--- src/rtl/wbc_pkg.sv ---
package wbc_pkg;
  typedef enum logic [1:0] {
    ST_IDLE = 2'd0,
    ST_MISS = 2'd1,
    ST_FILL = 2'd2
  } wbc_state_e;
endpackage

--- src/rtl/wbc_lines.sv ---
module wbc_lines #(
  parameter int NLINES = 2,
  parameter int TAG_W  = 4,
  parameter int LINE_W = 16,
  parameter int WAY_W  = 1
) (
  input  logic              clk,
  input  logic              rst_n,
  input  logic [TAG_W-1:0]  lk_tag,
  output logic              lk_hit,
  output logic [WAY_W-1:0]  lk_way,
  output logic [LINE_W-1:0] lk_line,
  output logic [WAY_W-1:0]  vic_way,
  output logic              vic_valid,
  output logic              vic_dirty,
  output logic [TAG_W-1:0]  vic_tag,
  output logic [LINE_W-1:0] vic_line,
  input  logic              wr_en,
  input  logic [WAY_W-1:0]  wr_way,
  input  logic [TAG_W-1:0]  wr_tag,
  input  logic [LINE_W-1:0] wr_line,
  input  logic              wr_dirty,
  input  logic              touch_en,
  input  logic [WAY_W-1:0]  touch_way
);
  logic [NLINES-1:0]             valid_q, dirty_q;
  logic [TAG_W-1:0]              tag_q  [NLINES];
  logic [LINE_W-1:0]             line_q [NLINES];
  logic [NLINES-1:0][NLINES-1:0] newer_q;
  logic [NLINES-1:0]             match, is_lru;

  for (genvar g = 0; g < NLINES; g++) begin : g_cmp
    assign match[g]  = valid_q[g] && (tag_q[g] == lk_tag);
    assign is_lru[g] = (newer_q[g] == '0);
  end

  always_comb begin
    lk_hit    = 1'b0;
    lk_way    = '0;
    vic_way   = '0;
    vic_valid = 1'b1;
    for (int i = NLINES - 1; i >= 0; i--) begin
      if (match[i]) begin
        lk_hit = 1'b1;
        lk_way = WAY_W'(i);
      end
      if (is_lru[i] && vic_valid) vic_way = WAY_W'(i);
    end
    for (int i = NLINES - 1; i >= 0; i--) begin
      if (!valid_q[i]) begin
        vic_way   = WAY_W'(i);
        vic_valid = 1'b0;
      end
    end
    lk_line   = line_q[lk_way];
    vic_dirty = dirty_q[vic_way];
    vic_tag   = tag_q[vic_way];
    vic_line  = line_q[vic_way];
  end

  always_ff @(posedge clk or negedge rst_n) begin
    if (!rst_n) begin
      valid_q <= '0;
      dirty_q <= '0;
      newer_q <= '0;
    end else begin
      for (int i = 0; i < NLINES; i++) begin
        if (wr_en && (wr_way == WAY_W'(i))) begin
          valid_q[i] <= 1'b1;
          dirty_q[i] <= wr_dirty;
        end
        if (touch_en) begin
          if (touch_way == WAY_W'(i)) newer_q[i] <= ~(NLINES'(1) << i);
          else                        newer_q[i][touch_way] <= 1'b0;
        end
      end
    end
  end

  always_ff @(posedge clk) begin
    for (int i = 0; i < NLINES; i++) begin
      if (wr_en && (wr_way == WAY_W'(i))) begin
        tag_q[i]  <= wr_tag;
        line_q[i] <= wr_line;
      end
    end
  end
endmodule

--- src/rtl/wbc_evq.sv ---
module wbc_evq #(
  parameter int DEPTH  = 2,
  parameter int TAG_W  = 4,
  parameter int LINE_W = 16
) (
  input  logic              clk,
  input  logic              rst_n,
  input  logic              push,
  input  logic [TAG_W-1:0]  push_tag,
  input  logic [LINE_W-1:0] push_line,
  input  logic              pop,
  output logic              full,
  output logic              empty,
  output logic [TAG_W-1:0]  head_tag,
  output logic [LINE_W-1:0] head_line,
  input  logic [TAG_W-1:0]  srch_tag,
  output logic              srch_hit,
  output logic [LINE_W-1:0] srch_line
);
  localparam int PTR_W = (DEPTH > 1) ? $clog2(DEPTH) : 1;
  localparam int CNT_W = $clog2(DEPTH + 1);

  logic [TAG_W-1:0]  tag_q  [DEPTH];
  logic [LINE_W-1:0] line_q [DEPTH];
  logic [PTR_W-1:0]  rd_q, wr_q;
  logic [CNT_W-1:0]  cnt_q;

  function automatic logic [PTR_W-1:0] bump(input logic [PTR_W-1:0] p);
    return (int'(p) == DEPTH - 1) ? '0 : p + PTR_W'(1);
  endfunction

  assign full      = (int'(cnt_q) == DEPTH);
  assign empty     = (cnt_q == '0);
  assign head_tag  = tag_q[rd_q];
  assign head_line = line_q[rd_q];

  always_comb begin
    srch_hit  = 1'b0;
    srch_line = '0;
    for (int k = 0; k < DEPTH; k++) begin
      int idx;
      idx = int'(rd_q) + k;
      if (idx >= DEPTH) idx = idx - DEPTH;
      if ((k < int'(cnt_q)) && (tag_q[idx] == srch_tag)) begin
        srch_hit  = 1'b1;
        srch_line = line_q[idx];
      end
    end
  end

  always_ff @(posedge clk or negedge rst_n) begin
    if (!rst_n) begin
      rd_q  <= '0;
      wr_q  <= '0;
      cnt_q <= '0;
    end else begin
      if (push) wr_q <= bump(wr_q);
      if (pop && !empty) rd_q <= bump(rd_q);
      if (push && !(pop && !empty))      cnt_q <= cnt_q + CNT_W'(1);
      else if (!push && (pop && !empty)) cnt_q <= cnt_q - CNT_W'(1);
    end
  end

  always_ff @(posedge clk) begin
    if (push) begin
      tag_q[wr_q]  <= push_tag;
      line_q[wr_q] <= push_line;
    end
  end
endmodule

--- src/rtl/wbc_top.sv ---
module wbc_top
  import wbc_pkg::*;
#(
  parameter int ADDR_W    = 5,
  parameter int OFF_W     = 1,
  parameter int NLINES    = 2,
  parameter int EVQ_DEPTH = 2,
  parameter int CNT_W     = 16
) (
  input  logic                      clk,
  input  logic                      rst_n,
  input  logic                      req_valid,
  input  logic                      req_write,
  input  logic [ADDR_W-1:0]         req_addr,
  input  logic [7:0]                req_wdata,
  output logic                      req_ready,
  output logic                      resp_valid,
  output logic                      resp_hit,
  output logic [7:0]                resp_rdata,
  output logic                      mem_rd_req,
  output logic [ADDR_W-OFF_W-1:0]   mem_rd_tag,
  input  logic                      mem_rd_valid,
  input  logic [8*(1<<OFF_W)-1:0]   mem_rd_line,
  output logic                      mem_wr_req,
  output logic [ADDR_W-OFF_W-1:0]   mem_wr_tag,
  output logic [8*(1<<OFF_W)-1:0]   mem_wr_line,
  input  logic                      mem_wr_done,
  output logic [CNT_W-1:0]          hit_count,
  output logic [CNT_W-1:0]          miss_count
);
  localparam int LINE_W = 8 * (1 << OFF_W);
  localparam int TAG_W  = ADDR_W - OFF_W;
  localparam int WAY_W  = (NLINES > 1) ? $clog2(NLINES) : 1;

  logic [1:0] rst_sync_q;
  logic       rst_n_int;
  always_ff @(posedge clk or negedge rst_n) begin
    if (!rst_n) rst_sync_q <= 2'b00;
    else        rst_sync_q <= {rst_sync_q[0], 1'b1};
  end
  assign rst_n_int = rst_sync_q[1];

  wbc_state_e        state_q, state_d;
  logic              op_write_q;
  logic [TAG_W-1:0]  op_tag_q;
  logic [OFF_W-1:0]  op_off_q;
  logic [7:0]        op_wdata_q;
  logic [WAY_W-1:0]  vic_way_q;
  logic [TAG_W-1:0]  req_tag;
  logic [OFF_W-1:0]  req_off;

  logic              lk_hit, vic_valid, vic_dirty;
  logic [WAY_W-1:0]  lk_way, vic_way, wr_way;
  logic [LINE_W-1:0] lk_line, vic_line, fill_line, base_line, new_line;
  logic [TAG_W-1:0]  vic_tag, wr_tag;
  logic              wr_en, touch_en;
  logic              q_push, q_pop, q_full, q_empty, q_hit;
  logic [LINE_W-1:0] q_line;
  logic              accept, hit_acc, miss_go, fwd, fill_done;
  logic              cur_write;
  logic [OFF_W-1:0]  cur_off;
  logic [7:0]        cur_wdata;

  function automatic logic [LINE_W-1:0] put_byte(input logic [LINE_W-1:0] line,
                                                 input logic [OFF_W-1:0] off,
                                                 input logic [7:0] b);
    logic [LINE_W-1:0] r;
    r = line;
    r[off*8 +: 8] = b;
    return r;
  endfunction

  assign req_tag = req_addr[ADDR_W-1:OFF_W];
  assign req_off = req_addr[OFF_W-1:0];

  wbc_lines #(.NLINES(NLINES), .TAG_W(TAG_W), .LINE_W(LINE_W), .WAY_W(WAY_W)) u_lines (
    .clk(clk), .rst_n(rst_n_int),
    .lk_tag(req_tag), .lk_hit(lk_hit), .lk_way(lk_way), .lk_line(lk_line),
    .vic_way(vic_way), .vic_valid(vic_valid), .vic_dirty(vic_dirty),
    .vic_tag(vic_tag), .vic_line(vic_line),
    .wr_en(wr_en), .wr_way(wr_way), .wr_tag(wr_tag), .wr_line(new_line),
    .wr_dirty(cur_write), .touch_en(touch_en), .touch_way(wr_way)
  );

  wbc_evq #(.DEPTH(EVQ_DEPTH), .TAG_W(TAG_W), .LINE_W(LINE_W)) u_evq (
    .clk(clk), .rst_n(rst_n_int),
    .push(q_push), .push_tag(vic_tag), .push_line(vic_line),
    .pop(q_pop), .full(q_full), .empty(q_empty),
    .head_tag(mem_wr_tag), .head_line(mem_wr_line),
    .srch_tag(op_tag_q), .srch_hit(q_hit), .srch_line(q_line)
  );

  assign req_ready  = (state_q == ST_IDLE);
  assign accept     = req_valid && req_ready;
  assign hit_acc    = accept && lk_hit;
  assign miss_go    = (state_q == ST_MISS) && !(vic_valid && vic_dirty && q_full);
  assign q_push     = miss_go && vic_valid && vic_dirty;
  assign fwd        = miss_go && q_hit;
  assign fill_done  = fwd || ((state_q == ST_FILL) && mem_rd_valid);
  assign fill_line  = fwd ? q_line : mem_rd_line;
  assign q_pop      = mem_wr_done && !q_empty;
  assign mem_wr_req = !q_empty;
  assign mem_rd_req = (state_q == ST_FILL);
  assign mem_rd_tag = op_tag_q;

  always_comb begin
    cur_write = hit_acc ? req_write : op_write_q;
    cur_off   = hit_acc ? req_off   : op_off_q;
    cur_wdata = hit_acc ? req_wdata : op_wdata_q;
    base_line = hit_acc ? lk_line   : fill_line;
    new_line  = cur_write ? put_byte(base_line, cur_off, cur_wdata) : base_line;
    wr_en     = (hit_acc && req_write) || fill_done;
    touch_en  = hit_acc || fill_done;
    wr_tag    = hit_acc ? req_tag : op_tag_q;
    wr_way    = hit_acc ? lk_way : (fwd ? vic_way : vic_way_q);
  end

  always_comb begin
    state_d = state_q;
    case (state_q)
      ST_IDLE: if (accept && !lk_hit) state_d = ST_MISS;
      ST_MISS: if (miss_go) state_d = fwd ? ST_IDLE : ST_FILL;
      ST_FILL: if (mem_rd_valid) state_d = ST_IDLE;
      default: state_d = ST_IDLE;
    endcase
  end

  always_ff @(posedge clk or negedge rst_n_int) begin
    if (!rst_n_int) begin
      state_q    <= ST_IDLE;
      resp_valid <= 1'b0;
      resp_hit   <= 1'b0;
      resp_rdata <= '0;
      hit_count  <= '0;
      miss_count <= '0;
      op_write_q <= 1'b0;
      op_tag_q   <= '0;
      op_off_q   <= '0;
      op_wdata_q <= '0;
      vic_way_q  <= '0;
    end else begin
      state_q    <= state_d;
      resp_valid <= hit_acc || fill_done;
      if (hit_acc || fill_done) begin
        resp_hit   <= hit_acc;
        resp_rdata <= new_line[cur_off*8 +: 8];
      end
      if (hit_acc) hit_count <= hit_count + CNT_W'(1);
      if (accept && !lk_hit) begin
        miss_count <= miss_count + CNT_W'(1);
        op_write_q <= req_write;
        op_tag_q   <= req_tag;
        op_off_q   <= req_off;
        op_wdata_q <= req_wdata;
      end
      if (miss_go) vic_way_q <= vic_way;
    end
  end
endmodule

--- config.mk ---
export PLATFORM = sky130hd
export DESIGN_NAME = wbc_top
export DESIGN_NICKNAME = d
export VERILOG_FILES = /design/src/rtl/wbc_pkg.sv /design/src/rtl/wbc_lines.sv /design/src/rtl/wbc_evq.sv /design/src/rtl/wbc_top.sv
export SDC_FILE = /design/constraint.sdc
export NUM_CORES = 1
export LEC_CHECK = 0
export BUFFER_PORTS_ARGS = -buffer_cell sky130_fd_sc_hd__buf_4
export CORE_ASPECT_RATIO = 0.7
export CORE_MARGIN = 4
export CORE_UTILIZATION = 60
export CTS_BUF_LIST = sky130_fd_sc_hd__clkbuf_8
export DETAILED_ROUTE_END_ITERATION = 8
export GPL_TIMING_DRIVEN = 0
export MAX_ROUTING_LAYER = met4
export PLACE_DENSITY = 0.83
export REMOVE_ABC_BUFFERS = 1
export SYNTH_ARGS = -nofsm -noshare
export SYNTH_HDL_FRONTEND = slang
export SYNTH_SLANG_ARGS = --single-unit
--- constraint.sdc ---
create_clock -name clk -period 6.3 [get_ports clk]
set_clock_uncertainty 0.05 [all_clocks]
set_input_delay 0.945 -clock clk [delete_from_list [all_inputs] [get_ports clk]]
set_output_delay 0.945 -clock clk [all_outputs]
set_load 0.02 [all_outputs]
Word-level counts from Yosys, hierarchy flattened. Memories as Yosys holds them, arrays and structs flattened. Index checks and enable logic that the tools add are counted.

Register bits: 73. Bits in latches: 0. RAM bits: 80. Memory bits (read-only): 0. Bits of input ports: 35. Output and inout port bits: 69. Logic and storage cells: 149. Memories kept: 4.

Memories: u_evq.line_q (depth 2, bits a word 16, read ports 3, clocked after Yosys merged registers in 0, write ports 1, line wbc_evq.sv:24) `logic [LINE_W-1:0] line_q [DEPTH];`; u_lines.line_q (depth 2, bits a word 16, read ports 2, clocked after Yosys merged registers in 0, write ports 1, line wbc_lines.sv:28) `logic [LINE_W-1:0] line_q [NLINES];`; u_evq.tag_q (depth 2, bits a word 4, read ports 3, clocked after Yosys merged registers in 0, write ports 1, line wbc_evq.sv:23) `logic [TAG_W-1:0] tag_q [DEPTH];`; u_lines.tag_q (depth 2, bits a word 4, read ports 3, clocked after Yosys merged registers in 0, write ports 1, line wbc_lines.sv:27) `logic [TAG_W-1:0] tag_q [NLINES];`.

$add $sub $neg: 10. Multipliers: 0. Divide/modulo/power cells: 0. Magnitude comparators: 7. Equal/unequal tests: 10. Shift-type cells: 3. Muxes and demuxes: 52. Bitwise operators: 4. Reduce and logical (&&, ||, !) cells: 38.

Operators with widths (count): two-way mux 16 bit (6); negator 4 -> 34 bit (1); variable shift 8 x 34 -> 16 bit, first input constant (1); indexed part select 8 x 34 -> 16 bit (1); adder 16 x 1 -> 16 bit, second input constant (2); two-way mux 1 bit (32); logical AND 1 bit (22); bitwise mux 16 bit (1); == test 4 bit (4); two-way mux 2 bit (8); OR reduction 16 bit (1); indexed part select 16 x 5 -> 8 bit (1); zero test 2 bit (4); two-way mux 4 bit (2); two-way mux 8 bit (1); case mux 2 bit (3 select lines) (1); zero test 1 bit (5); AND 2 bit (2); == test 2 bit, second input constant (2); less-than comparator 1 x 2 -> 1 bit, first input constant (2); less-than comparator 1 x 2 -> 1 bit, second input constant (2); != test 2 x 1 -> 1 bit, second input constant (2); OR reduction 4 bit (1); logical OR 1 bit (3); 15 further kinds (17).

Logic depth before layout (Yosys ltp).
Depth after elaboration: 21. Mapped depth: 13. Depth with buffers taken out: 11.

By module. From an unflattened synthesis, not the netlist that was laid out.

Cells, all modules: 695. Area, all modules: 7998.9 um^2.

By module, submodules not included: wbc_top (instances 1, cells an instance 376, area each 3515.9 um^2, sequential area each 1526.5 um^2); wbc_evq (instances 1, cells an instance 196, area each 2366.0 um^2, sequential area each 1301.2 um^2); wbc_lines (instances 1, cells an instance 123, area each 2117.0 um^2, sequential area each 1401.3 um^2).

Worst setup path after synthesis. Ideal clock, no wire load.

Kind: register to register. Start: register u_lines.newer_q[3] in the netlist's numbering. End: memory u_evq.line_q[0][0] (enable). Setup time: 0.448 ns. Data arrival time: 3.150 ns. Required time: 5.802 ns. Path slack: 2.652 ns. Stages on the path, launching flop included: 5. Buffers on the path: 0. Clock period less this slack: 3.648 ns. Cells stage by stage: dfrtp_1 nor3_1 mux2i_1 o21ai_1 nor4_1.

Word-level cells in the longest chain between the ends: 15.

RTL lines: from (decl) (line wbc_lines.sv:29) `logic [NLINES-1:0][NLINES-1:0] newer_q;`; from (signal, indexed assignment) (line wbc_lines.sv:73) `if (touch_way == WAY_W'(i)) newer_q[i] <= ~(NLINES'(1) << i);`; zero test 2 bit (*) (line wbc_lines.sv:34) `assign is_lru[g] = (newer_q[g] == '0);`; two-way mux 1 bit (*) (2 in series) (line wbc_lines.sv:47) `if (is_lru[i] && vic_valid) vic_way = WAY_W'(i);`; two-way mux 1 bit (*) (2 in series) (line wbc_lines.sv:50) `if (!valid_q[i]) begin`; two-way mux 1 bit (not written as such) (*) (2 in series) (line wbc_lines.sv:56) `vic_dirty = dirty_q[vic_way];`; logical AND 1 bit (2 in series) (line wbc_top.sv:96) `assign miss_go = (state_q == ST_MISS) && !(vic_valid && vic_dirty && q_full);`; zero test 1 bit (line wbc_top.sv:96); logical AND 1 bit (line wbc_top.sv:96); logical AND 1 bit (line wbc_top.sv:97) `assign q_push = miss_go && vic_valid && vic_dirty;`; logical AND 1 bit (*) (line wbc_top.sv:97); two-way mux 1 bit (*) (line wbc_evq.sv:65) `if (push) begin`; two-way mux 1 bit (not written as such) (*) (line wbc_evq.sv:67) `line_q[wr_q] <= push_line;`; to (decl) (line wbc_evq.sv:24).

Mark *: on every way between the ends. The rest lies on a longest branch, timed or not. The select of a mux whose other input is x is not followed.

Final worst setup path.
Start: register u_evq.rd_q. End: memory u_lines.line_q[0][7] (enable).

Word-level cells in the longest chain between the ends: 15. Elaborated cells between the ends (all ways): 29. Classes of those cells: add/sub (3); order compare (2); eq/ne (2); mux (12); bitwise (1); reduce/logical (8); memory (1).

RTL lines: from (decl) (line wbc_evq.sv:25) `logic [PTR_W-1:0] rd_q, wr_q;`; from (signal assigned) (line wbc_evq.sv:58) `if (pop && !empty) rd_q <= bump(rd_q);`; adder 1 x 1 -> 2 bit, or another cell as far along (line wbc_evq.sv:42) `idx = int'(rd_q) + k;`; greater-or-equal comparator 2 bit, or another cell as far along (line wbc_evq.sv:43) `if (idx >= DEPTH) idx = idx - DEPTH;`; two-way mux 1 bit / memory (2 x 4 bit) (equally long branches); memory (2 x 4 bit) (*); == test 4 bit / logical AND 1 bit (equally long branches) (line wbc_evq.sv:44) `if ((k < int'(cnt_q)) && (tag_q[idx] == srch_tag)) begin`; logical AND 1 bit / two-way mux 1 bit (equally long branches) (line wbc_evq.sv:44); two-way mux 1 bit (*) (line wbc_evq.sv:44); logical AND 1 bit (*) (line wbc_top.sv:98) `assign fwd = miss_go && q_hit;`; two-way mux 1 bit / logical OR 1 bit (equally long branches) (line wbc_top.sv:115, wbc_top.sv:99); two-way mux 1 bit / logical OR 1 bit (equally long branches) (line wbc_top.sv:115, wbc_top.sv:112); logical AND 1 bit / NOT 1 bit (equally long branches) (line wbc_lines.sv:82) `if (wr_en && (wr_way == WAY_W'(i))) begin`; two-way mux 1 bit / logical AND 1 bit (equally long branches) (line wbc_lines.sv:82); two-way mux 1 bit, on equally long branches (line wbc_lines.sv:84, wbc_lines.sv:82); OR reduction 16 bit (no line) / two-way mux 1 bit (equally long branches); two-way mux 1 bit (no line); to (decl) (line wbc_lines.sv:28).

Mark *: on every way between the ends. The rest lies on a longest branch, timed or not.

==> out/results.tsv <==
stage	metric	value	unit
timing	Hold Vio Cnt, Final	0	
yosys	#FFs+latches synth	153	
yosys	Post-synth EDFFs	80	
timing	headroom to the max-slew limit	16.2	%
drt	DR pass1 iterations	7	
yosys	synthesized instance count	592	
drt	routed vias/inst	6.26	
run	Max Cap Viol	0	
yosys	sequential share of the synthesized area	56.8	%
yosys	adder-cell share of the synthesized area	1.01	%
yosys	XOR/XNOR Fraction of Synth Area	5.64	%
yosys	post-synth top area share	32.2	%
drt	vias	5379	
floorplanning	initial core utilization	62.4	%
yosys	post-synthesis compound-gate area fraction	11.1	%
cells_and_area	diode count	0	
drt	ANT nets after route	0	
grt	gr usage total	27.1	%
timing	Final Max Slew Viols	0	
drt	total routed wirelength	18.4	mm
cells_and_area	Util after Layout	73.4	%
clocking	CTS buffer count	17	
pwr	Leakage	3.58	nW
placement	worst slack at placement	1.45	ns
placement	I/O Buffers	103	
timing	Worst-Margin Slew	1.25	ns
clocking	postcts setup bufs	0	
clocking	# hold bufs at CTS	0	
pwr	pwr dens	450	nW/µm²
yosys	Synth area leader	edfxtp_1	
timing	Peak Freq	0.204	GHz
grt	grt total ovfl	0	
yosys	cell area after synthesis	7450	µm²
worst_setup_path	CP arrival	4.92	ns
cells_and_area	non-filler cells, final	859	
grt	global-route wire length before repair	29.0	mm
yosys	Post-synth ARST share	47.7	%
floorplanning	die width	141	µm
yosys	main combinational cell family by area after synthesis	multiplexers	
clocking	Worst-path clk slew	0.08	ns
grt	number of global-route vias before repair	5394	
worst_setup_path	Setup CP Type	reg -> reg	
yosys	number of unique standard cell types used by synthesis	53	
yosys	post-synthesis mux area share	13.0	%
yosys	top_reg_cell synth	edfxtp_1	
floorplanning	area of the core	11900	µm²
clocking	clk_lat worst skew	0.44	ns
grt	initial antenna violation count	0	
cells_and_area	fin nets	730	
hold_path	Hold Crit Class	in -> async	
worst_setup_path	CP Launch Type	flop	
placement	Placed Cells	827	
timing	unrepaired setup endpoints after global routing	no	
timing	Tmin final	4.91	ns
cells_and_area	filler instances	774	
floorplanning	I/O pin total	104	
worst_setup_path	Req. time, crit path	6.31	ns
floorplanning	Die H	101	µm
clocking	# resized after CTS	0	
timing	crit share post-route	78.0	%
clocking	clk sinks	153	
cells_and_area	Area growth syn-to-layout	17.5	%
clocking	H-tree depth	4	
clocking	CTS tree	yes	
pwr	Peak VDD IR	316	µV
drt	DRC marker count from the first detailed-route iteration	470	
yosys	simple logic cell fraction of the synthesized area	9.41	%
drt	DRC viols	0	
floorplanning	die area	14300	µm²
yosys	syn_area_per_cell	12.6	µm²
yosys	synth top area cells	edfxtp_1 32%, dfrtp_1 25%, mux2_2 9.2%	
cells_and_area	share of post-route cells with drive strength above 1	30.1	%
yosys	yosys warns	0	
clocking	Root Buffer	clkbuf_8	
timing	Setup violations, final	0	
worst_setup_path	Worst Path Max Fanout	42	
placement	HPWL after DPL	12.6	mm
clocking	Bufs on Longest Clock Path	2	
run_status	outcome	completed	
grt	largest net degree at the start of global routing	72	
placement	Placer Congestion	0.859	
drt	DR WL/cell	21.4	µm
worst_setup_path	Worst Setup End Kind	flop	
worst_setup_path	r2r startpoint	u_evq.rd_q	
worst_setup_path	Critical Path Start	u_evq.rd_q	
timing	worst setup margin	1.39	ns
floorplanning	num rows	33	
power breakdown:
group          total (W)  switching (W)  internal [W]
sequential       0.00160       0.000231       0.00137
clock           0.000708       0.000364      0.000344
combinational    0.00164       0.000915      0.000721
total            0.00394        0.00151       0.00243
cell type report:
class	count	area, µm²	share of cell area (%)
tap	157	196	2.24
clock inverter	15	134	1.53
sequential	153	4230	48.4
timing repair buffer	109	861	9.83
clock buffer	17	234	2.67
inverter	21	78.8	0.900
multi-input combinational	387	3020	34.5
critical path: stages (launching register included):
cell and delay [ns]:
dfrtp_2 1.01, mux2i_1 0.31, xnor2_1 0.13, nor4_4 0.96, buf_8 0.27, o221ai_2 0.40
mux2i_1 0.22, a21o_1 0.24, nand2b_1 0.20, inv_1 0.69
placed cells by master (no fill, tap or decap), types with 17 or more instances in the layout:
master,netlist,final
a221oi_1,31,31
xnor2_1,37,37
nand2_1,58,58
edfxtp_1,80,80
clkbuf_8,0,17
mux2i_1,27,27
dfrtp_1,73,71
mux2_2,61,61
inv_1,20,21
nor2_1,26,25
buf_4,0,105
kinds of logic (layout without fill, tap and decap cells):
family,count (synthesis),after routing
adder cells (fa/ha/maj),6,6
flip-flops,153,153
AO/OA/AOI/OAI,101,101
multiplexers,89,89
buffers and inverters,52,162
XOR/XNOR,48,48
AND/OR/NAND/NOR,142,142
other,1,1
Yosys cell counts (all sizes together), types with 9 or more instances:
cell and number:
mux2 61, inv 20, nand4 11, buf 10, a22oi 15, xnor2 37, nor2 26, nand3 9
nand2 58, edfxtp 80, xor2 11, a221oi 31, o21ai 12, mux2i 28, dfrtp 73, clkbuf 21
flip-flops by register name (all words and copies together) (netlist names), 2 cells and up:
| signal | cells |
|---|---|
| u_evq.line_q | 32 |
| u_lines.line_q | 32 |
| hit_count | 16 |
| miss_count | 16 |
| op_wdata_q | 8 |
| resp_rdata | 8 |
| u_evq.tag_q | 8 |
| u_lines.tag_q | 8 |
| mem_rd_tag | 4 |
| u_lines.newer_q | 4 |
| rst_sync_q | 2 |
| state_q | 2 |
| u_evq.cnt_q | 2 |
| u_lines.dirty_q | 2 |
| u_lines.valid_q | 2 |
metal layers:
| metal | wire (µm) | vias up | share of wire [%] | global-route usage, % |
|---|---|---|---|---|
| met3 | 1930 | 28 | 11 | 7.65 |
| met1 | 7690 | 2616 | 42 | 36.3 |
| met4 | 275 | 0 | 1.5 | 7.97 |
| met2 | 8490 | 320 | 46 | 41.0 |
| met5 | 0 | - | 0 | - |
| li1 | - | 2415 | - | - |
worst paths after layout:
check                                  endpoint  slack, ns  depth (start not counted)
min reg2reg                       rst_sync_q[1]       0.32                          0
max                        u_lines.line_q[0][7]       1.39                          9
max in group asynchronous            u_evq.rd_q       5.15                          0
max reg2reg                u_lines.line_q[0][7]       1.39                          9
min in group clk                  rst_sync_q[1]       0.32                          0
min                               rst_sync_q[0]       0.22                          1
through the flow:
step / power (W) / hold slack (ns) / instance area [µm²] / setup TNS, ns
after floorplan: 0.00262 / 0.281 / 7300 / 0
after global placement: 0.00311 / 0.290 / 8270 / -3.28
after detailed placement: 0.00322 / 0.307 / 8390 / 0
after CTS: 0.00392 / 0.199 / 8750 / 0
after global routing: 0.00414 / 0.184 / 8750 / 0
final: 0.00394 / 0.218 / 8750 / 0
No activity file was read; power rests on OpenSTA's default activity.
